### src/rtl/lfsr_timer_pkg.sv
package lfsr_timer_pkg;
  localparam int unsigned DEF_WIDTH  = 35;  // register length, high tap is the MSB
  localparam int unsigned DEF_TAP_LO = 33;  // second feedback tap (1-based)
  localparam int unsigned DEF_SLICE  = 6;   // bits per stage-one compare slice
endpackage

### src/rtl/lfsr_shift_core.sv
module lfsr_shift_core #(
  parameter int unsigned W      = 35,
  parameter int unsigned TAP_LO = 33
) (
  input  logic         clk,
  input  logic         rst_i,
  input  logic         load_i,
  input  logic [W-1:0] preset_i,
  input  logic         step_i,
  output logic [W-1:0] state_o
);
  logic [W-1:0] state_q;
  logic         fb;

  // XNOR feedback: all-zero is a legal state, all-ones is the lockup value
  assign fb = ~(state_q[W-1] ^ state_q[TAP_LO-1]);

  always_ff @(posedge clk) begin
    if (rst_i) begin
      if (load_i) state_q <= preset_i;
    end else if (step_i) begin
      state_q <= {state_q[W-2:0], fb};
    end
  end

  assign state_o = state_q;

  a_r2_load_in_reset: assert property (@(posedge clk)
    rst_i && load_i |=> state_o == $past(preset_i));

  a_r3_hold_in_reset: assert property (@(posedge clk)
    rst_i && !load_i |=> $stable(state_o));

  a_r1_shift_up: assert property (@(posedge clk) disable iff (rst_i)
    step_i |=> state_o[W-1:1] == $past(state_o[W-2:0]));
endmodule

### src/rtl/zero_lookahead.sv
module zero_lookahead #(
  parameter int unsigned W      = 35,
  parameter int unsigned TAP_LO = 33,
  parameter int unsigned SLICE  = 6
) (
  input  logic         clk,
  input  logic         rst_i,
  input  logic         run_i,
  input  logic [W-1:0] state_i,
  output logic         step_o,
  output logic         done_o
);
  localparam int unsigned NS = (W + SLICE - 1) / SLICE;
  localparam int unsigned NT = 3;  // targets: 0, 1 and 2 steps before zero

  // Walk the sequence backwards from zero n times
  function automatic logic [W-1:0] rewind(input int unsigned n);
    logic [W-1:0] v;
    v = '0;
    for (int unsigned j = 0; j < n; j++) v = {~v[0] ^ v[TAP_LO], v[W-1:1]};
    return v;
  endfunction

  logic [NT*NS-1:0] slice_c;
  logic [NT*NS-1:0] slice_q;
  logic             stepped_q;
  logic             armed_q;
  logic             done_q;
  logic             was0, was1, was2;
  logic             at_zero, at_one;

  for (genvar k = 0; k < NT; k++) begin : g_tgt
    localparam logic [W-1:0] TGT = rewind(k);
    for (genvar i = 0; i < NS; i++) begin : g_slice
      localparam int unsigned LO  = i * SLICE;
      localparam int unsigned TOP = (LO + SLICE > W) ? W : LO + SLICE;
      assign slice_c[k*NS+i] = (state_i[TOP-1:LO] == TGT[TOP-1:LO]);
    end
  end

  // stage one: registered slice matches of the state seen last cycle
  always_ff @(posedge clk) begin
    slice_q   <= slice_c;
    stepped_q <= step_o;
    armed_q   <= ~rst_i;
  end

  // stage two: combine slices, then correct for a step taken meanwhile
  assign was0 = &slice_q[0*NS +: NS];
  assign was1 = &slice_q[1*NS +: NS];
  assign was2 = &slice_q[2*NS +: NS];

  assign at_zero = stepped_q ? was1 : was0;
  assign at_one  = stepped_q ? was2 : was1;

  assign step_o = run_i & armed_q & ~rst_i & ~at_zero;

  always_ff @(posedge clk) begin
    if (rst_i) done_q <= 1'b0;
    else       done_q <= armed_q & (at_zero | (at_one & step_o));
  end

  assign done_o = done_q;

  a_r4_no_step_unarmed: assert property (@(posedge clk) disable iff (rst_i)
    !armed_q |-> !step_o);
endmodule

### src/rtl/lfsr_oneshot_timer.sv
module lfsr_oneshot_timer
  import lfsr_timer_pkg::*;
#(
  parameter int unsigned W      = DEF_WIDTH,
  parameter int unsigned TAP_LO = DEF_TAP_LO,
  parameter int unsigned SLICE  = DEF_SLICE
) (
  input  logic         clk,
  input  logic         rst,
  input  logic         ld,
  input  logic [W-1:0] preset,
  input  logic         run,
  output logic [W-1:0] count_o,
  output logic         done_o
);
  logic         step;
  logic [W-1:0] state;

  lfsr_shift_core #(.W(W), .TAP_LO(TAP_LO)) u_core (
    .clk      (clk),
    .rst_i    (rst),
    .load_i   (ld),
    .preset_i (preset),
    .step_i   (step),
    .state_o  (state)
  );

  zero_lookahead #(.W(W), .TAP_LO(TAP_LO), .SLICE(SLICE)) u_detect (
    .clk     (clk),
    .rst_i   (rst),
    .run_i   (run),
    .state_i (state),
    .step_o  (step),
    .done_o  (done_o)
  );

  assign count_o = state;

  a_r4_done_low_reset: assert property (@(posedge clk)
    rst |=> !done_o);

  a_r5_idle_hold: assert property (@(posedge clk) disable iff (rst)
    !run |=> $stable(count_o));

  a_r6_zero_freeze: assert property (@(posedge clk) disable iff (rst)
    (count_o == '0) |=> (count_o == '0));

  a_r7_done_means_zero: assert property (@(posedge clk) disable iff (rst)
    done_o |-> (count_o == '0));

  a_r8_done_holds: assert property (@(posedge clk) disable iff (rst)
    done_o |=> done_o);
endmodule

### config.mk
export PLATFORM = sky130hd
export DESIGN_NAME = lfsr_oneshot_timer
export DESIGN_NICKNAME = d
export VERILOG_FILES = /design/src/rtl/lfsr_timer_pkg.sv /design/src/rtl/lfsr_shift_core.sv /design/src/rtl/zero_lookahead.sv /design/src/rtl/lfsr_oneshot_timer.sv
export SDC_FILE = /design/constraint.sdc
export NUM_CORES = 1
export LEC_CHECK = 0
export BUFFER_PORTS_ARGS = -buffer_cell sky130_fd_sc_hd__buf_2
export CORE_MARGIN = 4
export CORE_UTILIZATION = 42
export CTS_CLUSTER_SIZE = 40
export DETAILED_ROUTE_END_ITERATION = 16
export MAX_ROUTING_LAYER = met4
export PLACE_DENSITY = 0.7
export SYNTH_ARGS = -nofsm -noshare
export SYNTH_HDL_FRONTEND = slang
export SYNTH_HIERARCHICAL = 1
export SYNTH_SLANG_ARGS = --single-unit
### constraint.sdc
create_clock -name clk -period 2.2 [get_ports clk]
set_input_delay 0 -clock clk [delete_from_list [all_inputs] [get_ports clk]]
set_output_delay 0 -clock clk [all_outputs]
set_load 0.005 [all_outputs]
==> results of run 1 <==
Yosys cell counts:
| cell type | instances |
|---|---|
| nor3b_1 | 1 |
| buf_12 | 3 |
| and3_1 | 2 |
| inv_1 | 2 |
| nor3_1 | 1 |
| buf_6 | 1 |
| mux2_4 | 28 |
| o2111a_1 | 1 |
| nor3_2 | 5 |
| mux2i_1 | 1 |
| o21ai_0 | 1 |
| nand3_1 | 1 |
| xor2_1 | 1 |
| a2111oi_2 | 1 |
| nand2_1 | 3 |
| dfxtp_1 | 11 |
| a21o_1 | 1 |
| or4_4 | 5 |
| mux2_2 | 7 |
| edfxtp_1 | 35 |
| nor2_1 | 1 |
metal layers:
layer / GRT usage / up-vias / wire length (µm) / part of all wire
li1: - / 648 / - / -
met1: 0.187 / 663 / 1900 / 0.45
met2: 0.239 / 58 / 1980 / 0.47
met3: 0.0522 / 4 / 300 / 0.071
met4: 0.0420 / 0 / 42 / 0.0099
met5: - / - / 0 / 0
layout make-up:
| class | instances | area share |
|---|---|---|
| timing repair buffer | 106 | 0.242 |
| sequential | 46 | 0.448 |
| tap | 67 | 0.0295 |
| clock buffer | 8 | 0.0282 |
| inverter | 2 | 0.00264 |
| multi-input combinational | 60 | 0.249 |
flip-flops by register name (all words and copies together), names as in the netlist:
| signal | cells |
|---|---|
| u_core/state_o | 35 |
| u_detect/slice_q | 8 |
| u_detect/armed_q | 1 |
| u_detect/done_o | 1 |
| u_detect/stepped_q | 1 |
cell families (layout without fill, tap and decap cells):
group | Yosys count | after routing | share of synthesized area
xor gates and xnor gates | 1 | 1 | 0.00426
buffers and inverters | 6 | 116 | 0.0383
muxes | 36 | 36 | 0.247
DFF | 46 | 46 | 0.618
and+or+nand+nor | 19 | 19 | 0.0735
AOI/OAI and AO/OA | 4 | 4 | 0.0188
power groups by stage:
stage	combinational, mW	sequential [mW]	clock, mW
after floorplan	0.132	1.05	0
after global placement	0.210	1.05	0
after detailed placement	0.215	1.06	0
after CTS	0.255	1.04	0.503
after global routing	0.276	1.04	0.542
final	0.254	1.04	0.481
worst paths after layout:
kind | start | end | slack, ns | cells after the start
max | u_detect/stepped_q | u_core/state_o[16] | 0.28 | 3
min | preset[28] | u_core/state_o[28] | 0.02 | 2
max reg2reg | u_detect/stepped_q | u_core/state_o[16] | 0.28 | 3
min reg2reg | u_core/state_o[25] | u_detect/slice_q[16] | 0.48 | 1
through the flow:
stage                      util  area (µm²)  worst slack (ns)  hold slack, ns  cells
after floorplan               -        2060             0.501          0.0751    112
after global placement    0.518        2450             0.340           0.228    250
after CTS                 0.599        2830             0.251         0.00145    288
after global routing      0.601        2840             0.120         0.00395    289
after detailed placement  0.518        2450             0.255           0.249    250
final                     0.601        2840             0.280          0.0172    289
timing repair:
| action | in CTS | in global routing |
|---|---|---|
| endpoints found under the hold margin | 30 | 1 |
| setup endpoints to repair | 0 | 0 |
| hold buffers | 30 | 1 |
==> out/results.ini, run 1 <==
[layout]
area_growth_pct=37.9
fin_nets=260
final_cell_mix=buf_2 (74), edfxtp_1 (35), dlygate4sd3_1 (31), mux2_4 (28), dfxtp_1 (11)
final_common_cell=buf_2
layout-drive-gt1-share=0.568
seq_area_mm2=0.00127
fillers=386
n_antenna_cell=0
multi_input_area_um2=708

[die]
die_y_um=78.0
die-area_mm2=0.00608
core_area_mm2=0.00472
start_util=0.436
ios=75
die_w_um=78.0
rows=25

[grt]
grt_pass1_vias=1478
grt_max_degree=37
antenna_found_initial=0
grt_pass1_wl_mm=7.03
grt_overflow_total=0
gr-usage-all-layers=0.152

[clock_network]
cts-root-buf=clkbuf_8
cts_resized=0
clockBufferDepth=2
cts-buffers-inserted=5
worst_setup_hold_path_clk_slew_ns=0.08
htree_levels=2
clkSinkCount=46
cts_setup_buffers=0
cts_tree=done
insertion_delay_ns=0.29

[worst_setup_path]
slowest_delay_ns=0.70
critPathKind=flop to flop
crit_path_start_kind=flop
required_ns=2.12
cp-end-kind=flop
path_max_fanout=35
slowest_stage=mux2_2
critical_path.top_delay_family=multiplexers
critPathBufInv=0
path_cells=mux2i_1 > o2111a_1 > mux2_2
worstPathArrival_ns=1.84

[synthesis]
synth_fp_nets=151
ys_types=21
yosysTopAreaCell=edfxtp_1
synth_top_area_share=0.511
synthesis.area_mm2=0.00206
yosys_warnings=6
avgSynthCellArea_um2=18.4
synth_cells=112
yosysSeqAreaShare=0.618
synthTopCellsByArea=edfxtp_1 (51%), mux2_4 (20%), dfxtp_1 (11%), mux2_2 (3.8%), buf_12 (2.9%)
synth-seq-cells=46

[power_and_ir_drop]
power_mw=1.77
p_sw_frac=0.217
ir_drop_mv=0.389
clock_power_share=0.271
p_switching_mw=0.384
seqPwrFrac=0.585
p_comb_frac=0.144
p_int_mw=1.39
leakage_nw=1.22
power.density_mw_per_mm2=624

[placement]
io_buffers=74
hpwl_mm=2.92
gp_congestion=0.744

[timing]
fmax_mhz=521
drv_slew=0
fin_crit_sh=0.873
finClkSkew_ns=0.00553
tightest_slew_ns=0.812
tns_ns=0
relSlewSlack=0.459
final-setup-viol-count=0
final_hold_viol_count=0
min_period_ns=1.92
rsz0062_at_grt=false

[drt]
wl_mm=4.22
num_vias=1373
detail_route.iter0.violations=61
drc=0
postRouteAntennaNets=0
first_pass_iters=4
vias_per_cell=4.75
routedWlPerCell_um=14.6

[outcome]
run_status=finished clean

[job]
max_cap_violations=0

[min_path]
hp-class=input pin to flop

No activity file was read; power rests on OpenSTA's default activity.
==> run 2: changes to the inputs <==
--- a/config.mk
+++ b/config.mk
@@ -11,8 +11,7 @@
 export CTS_CLUSTER_SIZE = 40
 export DETAILED_ROUTE_END_ITERATION = 16
 export MAX_ROUTING_LAYER = met4
-export PLACE_DENSITY = 0.7
+export PLACE_DENSITY = 0.71
 export SYNTH_ARGS = -nofsm -noshare
 export SYNTH_HDL_FRONTEND = slang
-export SYNTH_HIERARCHICAL = 1
 export SYNTH_SLANG_ARGS = --single-unit
==> run 2 against run 1 <==
Net effect: power about the same; sequential cell count stayed put; via count shrank 7.9%; sequential power barely moved; first-iteration DRC count down 26%; core utilization down 2.4 points; wire length shrank 6.8%; area after synthesis shrank 7.5%; synthesized cell count is 3.6% higher; die area decreased by 6.8%; critical path type unchanged; critical endpoint is now u_core.state_o[19].
==> out/results.ini, run 2 <==
[outcome]
run_status=finished clean  ; unchanged

[worst_setup_path]
cp-startpoint=u_detect.stepped_q  ; was u_detect/stepped_q
required_ns=2.14  ; was 2.12 ns
cp-end-kind=flop  ; unchanged
crit_path_start_kind=flop  ; unchanged
critPathKind=flop to flop  ; unchanged
timing.critical_path.to=u_core.state_o[19]  ; was u_core/state_o[16]
reg2reg_depth=4  ; was 3
rrSetupSlack_ns=0.51  ; was 0.28 ns
r2r_start=u_detect.stepped_q  ; was u_detect/stepped_q
timing.rr.end=u_core.state_o[19]  ; was u_core/state_o[16]
worstPathArrival_ns=1.63  ; was 1.84 ns
path_max_fanout=35  ; unchanged

[synthesis]
synthTopCellsByArea=edfxtp_1 (55%), mux2_2 (20%), dfxtp_1 (12%), or4_4 (3.0%), nor3_2 (2.6%)  ; was edfxtp_1 (51%), mux2_4 (20%), dfxtp_1 (11%), mux2_2 (3.8%), buf_12 (2.9%)
synth-seq-cells=46  ; unchanged
ys.flop_type=edfxtp_1  ; unchanged
avgSynthCellArea_um2=16.4  ; was 18.4 µm²
synth_cells=116  ; was 112
yosysMostFrequentCell=edfxtp_1  ; unchanged
yosysTopAreaCell=edfxtp_1  ; unchanged
ys_types=20  ; was 21
yosys_warnings=0  ; was 6
synth_enable_flop_cells=35  ; unchanged
synth_top_area_share=0.552  ; was 0.511
synth_fp_nets=155  ; was 151
yosysSeqAreaShare=0.668  ; was 0.618
synth_commonest_cells=edfxtp_1 (35), mux2_2 (34), dfxtp_1 (11)  ; was edfxtp_1 (35), mux2_4 (28), dfxtp_1 (11)
synthesis.area_mm2=0.00190  ; was 0.00206 mm²
async_flop_share=0  ; unchanged

[die]
rows=24  ; was 25
die_y_um=75.3  ; was 78.0 µm
die_w_um=75.3  ; was 78.0 µm
ios=75  ; unchanged
start_util=0.434  ; was 0.436
core_area_mm2=0.00438  ; was 0.00472 mm²
die-area_mm2=0.00567  ; was 0.00608 mm²

[layout]
multi_input_area_um2=614  ; was 708 µm²
seq_area_mm2=0.00127  ; unchanged
largest_reg_flops=35  ; unchanged
n_antenna_cell=0  ; unchanged
fillers=384  ; was 386
area_growth_pct=32.9  ; was 37.9%
final_common_cell=buf_2  ; unchanged
fin_nets=243  ; was 260
final_util=0.577  ; was 0.601
final_cell_mix=buf_2 (74), edfxtp_1 (35), mux2_2 (34), dfxtp_1 (11), dlygate4sd3_1 (9)  ; was buf_2 (74), edfxtp_1 (35), dlygate4sd3_1 (31), mux2_4 (28), dfxtp_1 (11)
layout-drive-gt1-share=0.624  ; was 0.568
final_cell_area_mm2=0.00253  ; was 0.00284 mm²

[timing]
tns_ns=0  ; unchanged
rsz0062_at_grt=false  ; unchanged
final-setup-viol-count=0  ; unchanged
finClkSkew_ns=0.00861  ; was 0.00553 ns
fin_crit_sh=0.766  ; was 0.873
final_hold_viol_count=0  ; unchanged
fmax_mhz=593  ; was 521 MHz
tightest_slew_ns=0.480  ; was 0.812 ns
relSlewSlack=0.680  ; was 0.459
min_period_ns=1.69  ; was 1.92 ns
drv_slew=0  ; unchanged

[clock_network]
insertion_delay_ns=0.30  ; was 0.29 ns
cts_tree=done  ; unchanged
clkSinkCount=46  ; unchanged
worst_setup_hold_path_clk_slew_ns=0.09  ; was 0.08 ns
cts-buffers-inserted=5  ; unchanged
cts-root-buf=clkbuf_8  ; unchanged
cts_setup_buffers=0  ; unchanged
clockBufferDepth=2  ; unchanged
htree_levels=2  ; unchanged

[grt]
grt_pass1_vias=1321  ; was 1,478
grt_overflow_total=0  ; unchanged
gr-usage-all-layers=0.147  ; was 0.152
antenna_found_initial=0  ; unchanged
grt_pass1_wl_mm=6.10  ; was 7.03 mm
grt_max_degree=36  ; was 37

[power_and_ir_drop]
p_comb_frac=0.116  ; was 0.144
ir_drop_mv=0.334  ; was 0.389 mV
p_sw_frac=0.223  ; was 0.217
leakage_nw=1.01  ; was 1.22 nW
seqPwrFrac=0.588  ; was 0.585
clock_power_share=0.297  ; was 0.271
power.density_mw_per_mm2=700  ; was 624 mW/mm²
p_int_mw=1.38  ; was 1.39 mW
p_switching_mw=0.395  ; was 0.384 mW

[placement]
gp_congestion=0.736  ; was 0.744
place_area_mm2=0.00235  ; was 0.00245 mm²
io_buffers=74  ; unchanged
hpwl_mm=2.84  ; was 2.92 mm

[drt]
routedWlPerCell_um=15.3  ; was 14.6 µm
vias_per_cell=4.92  ; was 4.75
drc=0  ; unchanged
first_pass_iters=2  ; was 4
detail_route.iter0.violations=45  ; was 61
postRouteAntennaNets=0  ; unchanged
wl_mm=3.94  ; was 4.22 mm
num_vias=1264  ; was 1,373

[min_path]
hp-class=input pin to flop  ; unchanged

[job]
max_cap_violations=0  ; unchanged

==> run 2: logic make-up (layout without fill, tap and decap cells) <==
family / Yosys count / after routing / share of synthesized area
AND/OR/NAND/NOR: 23 / 23 / 0.0927
AO/OA/AOI/OAI: 4 / 4 / 0.0118
buffers and inverters: 7 / 96 / 0.0164
XOR/XNOR: 1 / 1 / 0.00460
multiplexers: 35 / 35 / 0.206
flip-flops: 46 / 46 / 0.668
==> run 2: worst max-delay path: stages, from the launching register on <==
cell and delay, ns:
dfxtp_1 0.35, mux2i_1 0.22, nor3_1 0.11, o31ai_4 0.21, buf_4 0.44
==> run 2: worst min path at each step <==
stage	from	to	slack, ns	depth (start not counted)
6_report	preset[8]	u_core.state_o[8]	0.004	2
3_5_place_dp	preset[11]	u_core.state_o[11]	0.31	2
3_3_place_gp	preset[0]	u_core.state_o[0]	0.29	3
5_1_grt	preset[34]	u_core.state_o[34]	0.001	2
2_1_floorplan	preset[0]	u_core.state_o[0]	0.19	2
4_1_cts	preset[15]	u_core.state_o[15]	0.001	2
==> run 2: what timing repair did <==
item                                   4_1_cts  5_1_grt
endpoints found under the hold margin        8        1
gates resized for setup                      0        0
hold buffers                                 8        1
==> run 2: final cells by class <==
| cell class | count | share of cell area |
|---|---|---|
| multi-input cells | 63 | 0.243 |
| well taps | 52 | 0.0257 |
| repair buffers | 85 | 0.188 |
| clock buffers | 7 | 0.0341 |
| clock inverters | 1 | 0.00198 |
| flip-flops and latches | 46 | 0.503 |
| inverters | 3 | 0.00445 |
==> run 2: layer usage <==
metal	GRT usage	vias up	routed length, µm
met5	-	-	0
met3	0.0383	7	301
met1	0.175	588	1690
met4	0.0466	0	44
met2	0.244	48	1910
li1	-	621	-
==> run 2: through the flow <==
stage | std cells | power [mW] | setup WS (ns) | hold slack, ns
6_report | 257 | 1.77 | 0.514 | 0.00395
5_1_grt | 257 | 1.84 | 0.374 | 0.00149
4_1_cts | 256 | 1.79 | 0.499 | 0.00114
3_5_place_dp | 240 | 1.26 | 0.511 | 0.306
3_3_place_gp | 240 | 1.25 | 0.574 | 0.290
2_1_floorplan | 116 | 1.15 | 0.175 | 0.191
==> run 2: power groups by stage <==
stage          clock network (mW)  registers (mW)  logic [mW]
6_report                    0.525            1.04       0.205
3_5_place_dp                    0            1.06       0.196
3_3_place_gp                    0            1.06       0.191
2_1_floorplan                   0            1.06      0.0962
4_1_cts                     0.538            1.04       0.208
5_1_grt                     0.568            1.05       0.226
